[src/rtl/rtc_pkg.sv]
package rtc_pkg;

  typedef struct packed {
    logic [7:0] year;
    logic [4:0] mon;
    logic [5:0] date;
    logic [2:0] dow;
    logic [5:0] hour;
    logic [6:0] min;
    logic [6:0] sec;
  } rtc_time_t;

  localparam logic [3:0] ADDR_CTRL = 4'h0;
  localparam logic [3:0] ADDR_CAL  = 4'h1;
  localparam logic [3:0] ADDR_SEC  = 4'h2;
  localparam logic [3:0] ADDR_MIN  = 4'h3;
  localparam logic [3:0] ADDR_HOUR = 4'h4;
  localparam logic [3:0] ADDR_DOW  = 4'h5;
  localparam logic [3:0] ADDR_DATE = 4'h6;
  localparam logic [3:0] ADDR_MON  = 4'h7;
  localparam logic [3:0] ADDR_YEAR = 4'h8;

  // control bit positions
  localparam int unsigned CB_LOWBAT = 7;
  localparam int unsigned CB_CENT   = 5;
  localparam int unsigned CB_POR    = 4;
  localparam int unsigned CB_WR     = 1;
  localparam int unsigned CB_RD     = 0;

  localparam rtc_time_t TIME_RST = '{year: 8'h00, mon: 5'h01, date: 6'h01,
                                     dow: 3'd1, hour: 6'h00, min: 7'h00,
                                     sec: 7'h00};

  function automatic logic [7:0] bcd_next(input logic [7:0] v);
    if (v[3:0] >= 4'h9) return {v[7:4] + 4'h1, 4'h0};
    return {v[7:4], v[3:0] + 4'h1};
  endfunction

  function automatic logic [5:0] month_last(input logic [4:0] mon, input logic [7:0] year);
    logic [7:0] yb;
    yb = 8'(year[7:4] * 4'd10) + {4'h0, year[3:0]};
    case (mon)
      5'h02:                      return (yb[1:0] == 2'b00) ? 6'h29 : 6'h28;
      5'h04, 5'h06, 5'h09, 5'h11: return 6'h30;
      default:                    return 6'h31;
    endcase
  endfunction

endpackage

[src/rtl/rtc_prescaler.sv]
module rtc_prescaler #(
  parameter int unsigned TICKS = 32768
) (
  input  logic                                   clk_i,
  input  logic                                   rst_ni,
  input  logic                                   en_i,
  input  logic                                   tick_i,
  input  logic                                   clr_i,
  output logic                                   sec_o,
  output logic [((TICKS > 1) ? $clog2(TICKS) : 1)-1:0] cnt_o
);
  localparam int unsigned CW = (TICKS > 1) ? $clog2(TICKS) : 1;
  localparam logic [CW-1:0] LAST = CW'(TICKS - 1);

  logic [CW-1:0] cnt_q;

  assign sec_o = en_i & tick_i & (cnt_q == LAST);
  assign cnt_o = cnt_q;

  always_ff @(posedge clk_i or negedge rst_ni) begin
    if (!rst_ni)               cnt_q <= '0;
    else if (clr_i)            cnt_q <= '0;
    else if (en_i && tick_i)   cnt_q <= (cnt_q == LAST) ? '0 : cnt_q + CW'(1);
  end
endmodule

[src/rtl/rtc_calendar.sv]
module rtc_calendar
  import rtc_pkg::*;
(
  input  logic      clk_i,
  input  logic      rst_ni,
  input  logic      adv_i,
  input  logic      load_i,
  input  rtc_time_t load_val_i,
  output rtc_time_t time_o,
  output logic      year_wrap_o
);
  rtc_time_t cur_q, nxt;
  logic      wrap;

  always_comb begin
    nxt  = cur_q;
    wrap = 1'b0;
    if (cur_q.sec >= 7'h59) begin
      nxt.sec = '0;
      if (cur_q.min >= 7'h59) begin
        nxt.min = '0;
        if (cur_q.hour >= 6'h23) begin
          nxt.hour = '0;
          nxt.dow  = (cur_q.dow >= 3'd7) ? 3'd1 : cur_q.dow + 3'd1;
          if (cur_q.date >= month_last(cur_q.mon, cur_q.year)) begin
            nxt.date = 6'h01;
            if (cur_q.mon >= 5'h12) begin
              nxt.mon = 5'h01;
              if (cur_q.year == 8'h99) begin
                nxt.year = 8'h00;
                wrap     = 1'b1;
              end else begin
                nxt.year = bcd_next(cur_q.year);
              end
            end else begin
              nxt.mon = 5'(bcd_next({3'b0, cur_q.mon}));
            end
          end else begin
            nxt.date = 6'(bcd_next({2'b0, cur_q.date}));
          end
        end else begin
          nxt.hour = 6'(bcd_next({2'b0, cur_q.hour}));
        end
      end else begin
        nxt.min = 7'(bcd_next({1'b0, cur_q.min}));
      end
    end else begin
      nxt.sec = 7'(bcd_next({1'b0, cur_q.sec}));
    end
  end

  // load takes priority over a coincident advance
  always_ff @(posedge clk_i or negedge rst_ni) begin
    if (!rst_ni)     cur_q <= TIME_RST;
    else if (load_i) cur_q <= load_val_i;
    else if (adv_i)  cur_q <= nxt;
  end

  assign time_o      = cur_q;
  assign year_wrap_o = adv_i & ~load_i & wrap;
endmodule

[src/rtl/rtc_bcd_regfile.sv]
module rtc_bcd_regfile
  import rtc_pkg::*;
#(
  parameter int unsigned TICKS_PER_SEC = 32768
) (
  input  logic       clk_i,
  input  logic       rst_ni,
  input  logic       tick_i,
  input  logic       batt_low_i,
  input  logic [3:0] addr_i,
  input  logic [7:0] wdata_i,
  input  logic       we_i,
  output logic [7:0] rdata_o
);
  localparam int unsigned CW = (TICKS_PER_SEC > 1) ? $clog2(TICKS_PER_SEC) : 1;

  logic [7:0] ctrl_q, cal_q;
  rtc_time_t  live, snap_q, hold_q, view;
  logic       ctrl_wr, cal_wr, time_wr;
  logic       rd_mode, wr_mode, rd_rise, wr_rise, wr_release;
  logic       osc_en, sec_pulse, year_wrap;
  logic [CW-1:0] presc_cnt;

  assign ctrl_wr    = we_i && (addr_i == ADDR_CTRL);
  assign cal_wr     = we_i && (addr_i == ADDR_CAL);
  assign time_wr    = we_i && (addr_i >= ADDR_SEC) && (addr_i <= ADDR_YEAR);
  assign rd_mode    = ctrl_q[CB_RD];
  assign wr_mode    = ctrl_q[CB_WR];
  assign rd_rise    = ctrl_wr & wdata_i[CB_RD] & ~rd_mode;
  assign wr_rise    = ctrl_wr & wdata_i[CB_WR] & ~wr_mode;
  assign wr_release = ctrl_wr & ~wdata_i[CB_WR] & wr_mode;
  assign osc_en     = ~cal_q[7];

  rtc_prescaler #(.TICKS(TICKS_PER_SEC)) i_presc (
    .clk_i  (clk_i),
    .rst_ni (rst_ni),
    .en_i   (osc_en),
    .tick_i (tick_i),
    .clr_i  (wr_release),
    .sec_o  (sec_pulse),
    .cnt_o  (presc_cnt)
  );

  rtc_calendar i_cal (
    .clk_i       (clk_i),
    .rst_ni      (rst_ni),
    .adv_i       (sec_pulse),
    .load_i      (wr_release),
    .load_val_i  (hold_q),
    .time_o      (live),
    .year_wrap_o (year_wrap)
  );

  // control: flags are cleared by writing 0, set only by hardware
  always_ff @(posedge clk_i or negedge rst_ni) begin
    if (!rst_ni) begin
      ctrl_q <= 8'h10;
      cal_q  <= 8'h80;
    end else begin
      ctrl_q[CB_LOWBAT] <= (ctrl_q[CB_LOWBAT] & (~ctrl_wr | wdata_i[CB_LOWBAT])) | batt_low_i;
      ctrl_q[CB_CENT]   <= (ctrl_q[CB_CENT] & (~ctrl_wr | wdata_i[CB_CENT])) | year_wrap;
      ctrl_q[CB_POR]    <= ctrl_q[CB_POR] & (~ctrl_wr | wdata_i[CB_POR]);
      if (ctrl_wr) begin
        ctrl_q[6]   <= wdata_i[6];
        ctrl_q[3:0] <= wdata_i[3:0];
      end
      if (cal_wr) cal_q <= wdata_i;
    end
  end

  always_ff @(posedge clk_i or negedge rst_ni) begin
    if (!rst_ni)      snap_q <= TIME_RST;
    else if (rd_rise) snap_q <= live;
  end

  always_ff @(posedge clk_i or negedge rst_ni) begin
    if (!rst_ni) begin
      hold_q <= TIME_RST;
    end else if (wr_rise) begin
      hold_q <= live;
    end else if (time_wr && wr_mode) begin
      case (addr_i)
        ADDR_SEC:  hold_q.sec  <= wdata_i[6:0];
        ADDR_MIN:  hold_q.min  <= wdata_i[6:0];
        ADDR_HOUR: hold_q.hour <= wdata_i[5:0];
        ADDR_DOW:  hold_q.dow  <= wdata_i[2:0];
        ADDR_DATE: hold_q.date <= wdata_i[5:0];
        ADDR_MON:  hold_q.mon  <= wdata_i[4:0];
        ADDR_YEAR: hold_q.year <= wdata_i;
        default:   ;
      endcase
    end
  end

  assign view = wr_mode ? hold_q : (rd_mode ? snap_q : live);

  always_comb begin
    case (addr_i)
      ADDR_CTRL: rdata_o = ctrl_q;
      ADDR_CAL:  rdata_o = cal_q;
      ADDR_SEC:  rdata_o = {1'b0, view.sec};
      ADDR_MIN:  rdata_o = {1'b0, view.min};
      ADDR_HOUR: rdata_o = {2'b0, view.hour};
      ADDR_DOW:  rdata_o = {5'b0, view.dow};
      ADDR_DATE: rdata_o = {2'b0, view.date};
      ADDR_MON:  rdata_o = {3'b0, view.mon};
      ADDR_YEAR: rdata_o = view.year;
      default:   rdata_o = 8'h00;
    endcase
  end
endmodule

[config.mk]
export PLATFORM = sky130hd
export DESIGN_NAME = rtc_bcd_regfile
export DESIGN_NICKNAME = d
export VERILOG_FILES = /design/src/rtl/rtc_pkg.sv /design/src/rtl/rtc_prescaler.sv /design/src/rtl/rtc_calendar.sv /design/src/rtl/rtc_bcd_regfile.sv
export SDC_FILE = /design/constraint.sdc
export NUM_CORES = 1
export LEC_CHECK = 0
export BUFFER_PORTS_ARGS = -buffer_cell sky130_fd_sc_hd__buf_2
export CAP_MARGIN = 20
export CORE_MARGIN = 3
export CORE_UTILIZATION = 50
export CTS_CLUSTER_DIAMETER = 120
export CTS_CLUSTER_SIZE = 28
export DETAILED_ROUTE_END_ITERATION = 10
export HOLD_SLACK_MARGIN = 0.05
export PLACE_DENSITY = 0.62
export SETUP_SLACK_MARGIN = 0.4
export SLEW_MARGIN = 30
export SYNTH_ARGS = -nofsm -noshare
export SYNTH_HDL_FRONTEND = slang
export SYNTH_SLANG_ARGS = --single-unit
[constraint.sdc]
create_clock -name clk_i -period 5.9 [get_ports clk_i]
set_clock_uncertainty 0.05 [all_clocks]
set_input_delay 1.18 -clock clk_i [delete_from_list [all_inputs] [get_ports clk_i]]
set_output_delay 1.18 -clock clk_i [all_outputs]
set_load 0.02 [all_outputs]
==> metrics list <==
- Result of the run: finished clean
* Data arrival time of the worst path: 3.33 ns
- Count of antenna diodes in the layout: 0
- Setup repair after global routing left no endpoint under its margin.
- The first global-routing pass estimated 44.9 mm of wire.
* Share of the synthesized area in compound gates (AO/OA/AOI/OAI): 20.4%
* Via count normalized by instance count: 6.51
- Mean instance size in the synthesized netlist: 9.81 sq um
* Synth area leader: dfrtp_1
* Most common flop cell mapped by yosys: dfrtp_1
- Worst reg-to-reg path cell count: 11
- Final count of pins violating max slew: 0
- After synthesis the cells add up to 9540 sq um.
- Type of the most critical hold path: reg -> reg
- Post-synthesis adder-cell area fraction: 4.46%
* Fill cell count: 1592
* Flop2flop setup slack: 2.03 ns
- Synthesis warning total: 0
- Summing the areas of all xor and xnor instances in the mapped netlist gives 0.551% of the synthesized area.
- Total vias in the final route: 7839
* Synth Area in Simple Gates: 15.0%
* Final critical-path share of the clock period: 77.3%
- For the worst setup path, the data required time is 4.67 ns.
- Endpoint type of the worst setup path: output pin
* Portion of the post-synthesis area used by sequential elements: 41.3%
* Number of maximum-capacitance constraint violations: 0
- After detailed routing, the number of remaining DRC violations is 0.
- First-pass DRT Iterations: 5
- Quantity of hold-fixing buffers added after cts: 0
- Entering global routing, the biggest net connects 90 pins.
- With fillers left out, the area of the finished cells amounts to 10400 sq um.
- Via count of the first global-routing pass: 7447
- Endpoint with the worst hold slack: ctrl_q[4]
* Setup slack at placement: 1.42 ns
- For this run, asynchronously set or reset flops after synthesis account for 100%.
* Number of flip-flops and latches in the synthesized netlist: 157
- Counting along the longest clock path gives a buffer depth of 2.
- The share of synthesized area in the top cell type comes to 38.3%.
* Cell leakage power: 4.55 nW
* Number of hold-slack violations in the final timing report: 0
* Setup Buffers After CTS: 0
* Site row count: 49
- For this configuration, the core starts out at a cell density of 52.1%.
* Start of the worst register-to-register path: i_cal.time_o[29]
- Number of instances resized during post-cts repair: 0
- Setup violations remaining at the end of the flow were counted as 0.
- Summed over all failing endpoints, the final setup total negative slack is 0 ns.
- During I/O placement, the number of pins put on the boundary was 25.
- Mux share of post-synthesis cell area: 13.9%
* Worst Hold Launch: ctrl_q[4]
- Crit-path leading delay family: simple AND/OR/NAND/NOR gates
- For this run, the total global-route usage over all layers was measured as 28.5%.
- Main combinational cell family by area after synthesis: compound AO/OA/AOI/OAI gates
* WL per Instance: 23.7 microns
- Cells with a size suffix above 1 make up 15.3% of the layout.
- Sorting the synthesized cells by area gives the leading types as dfrtp_1, mux2i_1, mux2_2.
- Dividing total power by cell area gives a power density of 309 nW/um^2.
- Antenna violations before repair: 0
- Total number of nets in the final design: 1015
- Overall routed net length: 28.6 mm
* Relative slew slack: 43.0%
- Root buf cell: clkbuf_16
- In the post-route analysis, the smallest setup slack over all paths is 1.34 ns.
- Counting instances, the worst hold path has a depth of 1.
- Post-synth net total: 1024
* Core Box Area: 18300 sq um
- Yosys instantiated no cell more often than dfrtp_1.
- After clock tree synthesis, the clock-pin slew on the worst setup and hold paths is 0.06 ns.
* Most used cell, CP: buf_2
* Crit path time final: 4.56 ns
* Htree depth: 4
* Global placement routability congestion: 0.933
* Area overhead of the layout relative to synthesis: 8.84%
- Die width: 144 microns
- Die boundary height: 144 microns
- The detail route stage leaves a number of antenna-violating nets equal to 0.
* CTS tree: built
- Overflow left after global routing: 0
- The worst setup path is launched from an input port.
- In the synthesized netlist, the number of instances is 973.
- Worst-path cell chain: buf_2 -> nor2_1 -> nand2_1 -> o22ai_1 -> or4_1 -> a22o_1 -> buf_2
- The die covers 20800 sq um.
- TritonCTS Buffers: 17
- The detailed router finished its first iteration with 625 violations.
- Synth cell types: 81
* Crit Path Max Fanout: 28
- The critical path contains buffers and inverters numbering 2 combined.
- Top cells by instance count after synthesis: dfrtp_1, nand2_1, o21ai_0, mux2i_1, mux2_2
* PortBufs: 24
- Worst-skew pair later-pin latency: 0.43 ns
- IR analysis of the VDD net gives a maximum drop of 0.201 mV.
- The tree built by TritonCTS fans out to 157 sinks.
* Path type of the worst setup path: in -> out
* Endpoint of the lowest-slack register-to-register path: i_cal.time_o[34]
* Worst Max-Slew Pin Slew: 0.855 ns
* Slowest cell on the critical path: or4_1
* Number of enable-type register cells in the synthesized netlist: 0
- Detailed placement finished with a half-perimeter wire length of 20.4 mm.
* Maximum frequency from static timing analysis: 219 MHz
- The largest single stage delay on the critical path is 0.53 ns.
- After detailed placement, the total cell area comes to 9780 sq um.
-- cell usage in the layout (no fill, tap or decap), types with 14 or more instances in the layout --
cell,instances
dfrtp_1,145
nand2_1,117
o21ai_0,88
mux2i_1,85
mux2_2,42
nor2_1,36
ha_1,34
inv_1,31
a21oi_1,27
a22oi_1,27
nand3_1,25
buf_2,23
o22ai_1,21
clkbuf_16,17
o31ai_1,15
a22o_1,14
-- flip-flops by register name (all words and copies together) (netlist names) --
name and flops:
i_cal.time_o 42, i_presc.cnt_o 15, hold_q 42, cal_q 8, ctrl_q 8, snap_q 42
-- metal layers --
metal	up-vias	track usage (%)	part of all wire (%)
met1	3868	42.9	48
met4	0	8.39	2.5
met2	298	41.8	44
met3	44	5.42	6.0
li1	3629	-	-
met5	-	0	0
-- worst max-delay path by stage --
stage	cells past startpoint	to	slack (ns)	from
6_report	7	rdata_o[2]	1.34	addr_i[0]
3_5_place_dp	7	rdata_o[2]	1.42	addr_i[0]
5_1_grt	7	rdata_o[2]	1.21	addr_i[0]
2_1_floorplan	5	rdata_o[0]	1.66	addr_i[0]
4_1_cts	7	rdata_o[2]	1.41	addr_i[0]
3_3_place_gp	6	rdata_o[4]	1.45	addr_i[0]
-- worst reg2reg max path, cell delays in order (launching register included) --
cell	delay, ns
dfstp_2	0.41
inv_1	0.19
ha_1	0.27
and3_1	0.21
inv_1	0.09
o32ai_1	0.39
ha_1	0.29
or4b_1	0.51
a22oi_1	0.46
nor2_1	0.25
a31oi_4	0.28
mux2_2	0.36
-- stage by stage --
stage	hold WS [ns]	instances	util, %	power [mW]
6_report	0.411	1205	56.7	3.21
4_1_cts	0.413	1205	56.6	3.21
3_3_place_gp	0.406	1174	53.3	2.07
2_1_floorplan	0.390	973	-	1.82
3_5_place_dp	0.404	1174	53.4	2.08
5_1_grt	0.418	1205	56.7	3.35
-- layout make-up --
cell class	instances	area (sq um)	share of cell area (%)
Sequential cell	157	3940	38.0
Inverter	31	116	1.12
Tap cell	229	287	2.76
Multi-Input combinational cell	719	5200	50.1
Clock buffer	17	425	4.10
Timing Repair Buffer	38	244	2.35
Clock inverter	14	170	1.64
-- report_power, final --
part	internal, mW	switching, mW	total, mW
clock	0.663	0.471	1.13
combinational	0.250	0.327	0.577
sequential	1.25	0.244	1.50
total	2.17	1.04	3.21
-- cell families after synthesis --
family          Yosys count
compound gates          280
xor+xnor                  6
fa+ha+maj                34
buf+inv                  97
flops                   157
mux                     127
simple gates            272
Power figures use the tool's default switching activity.
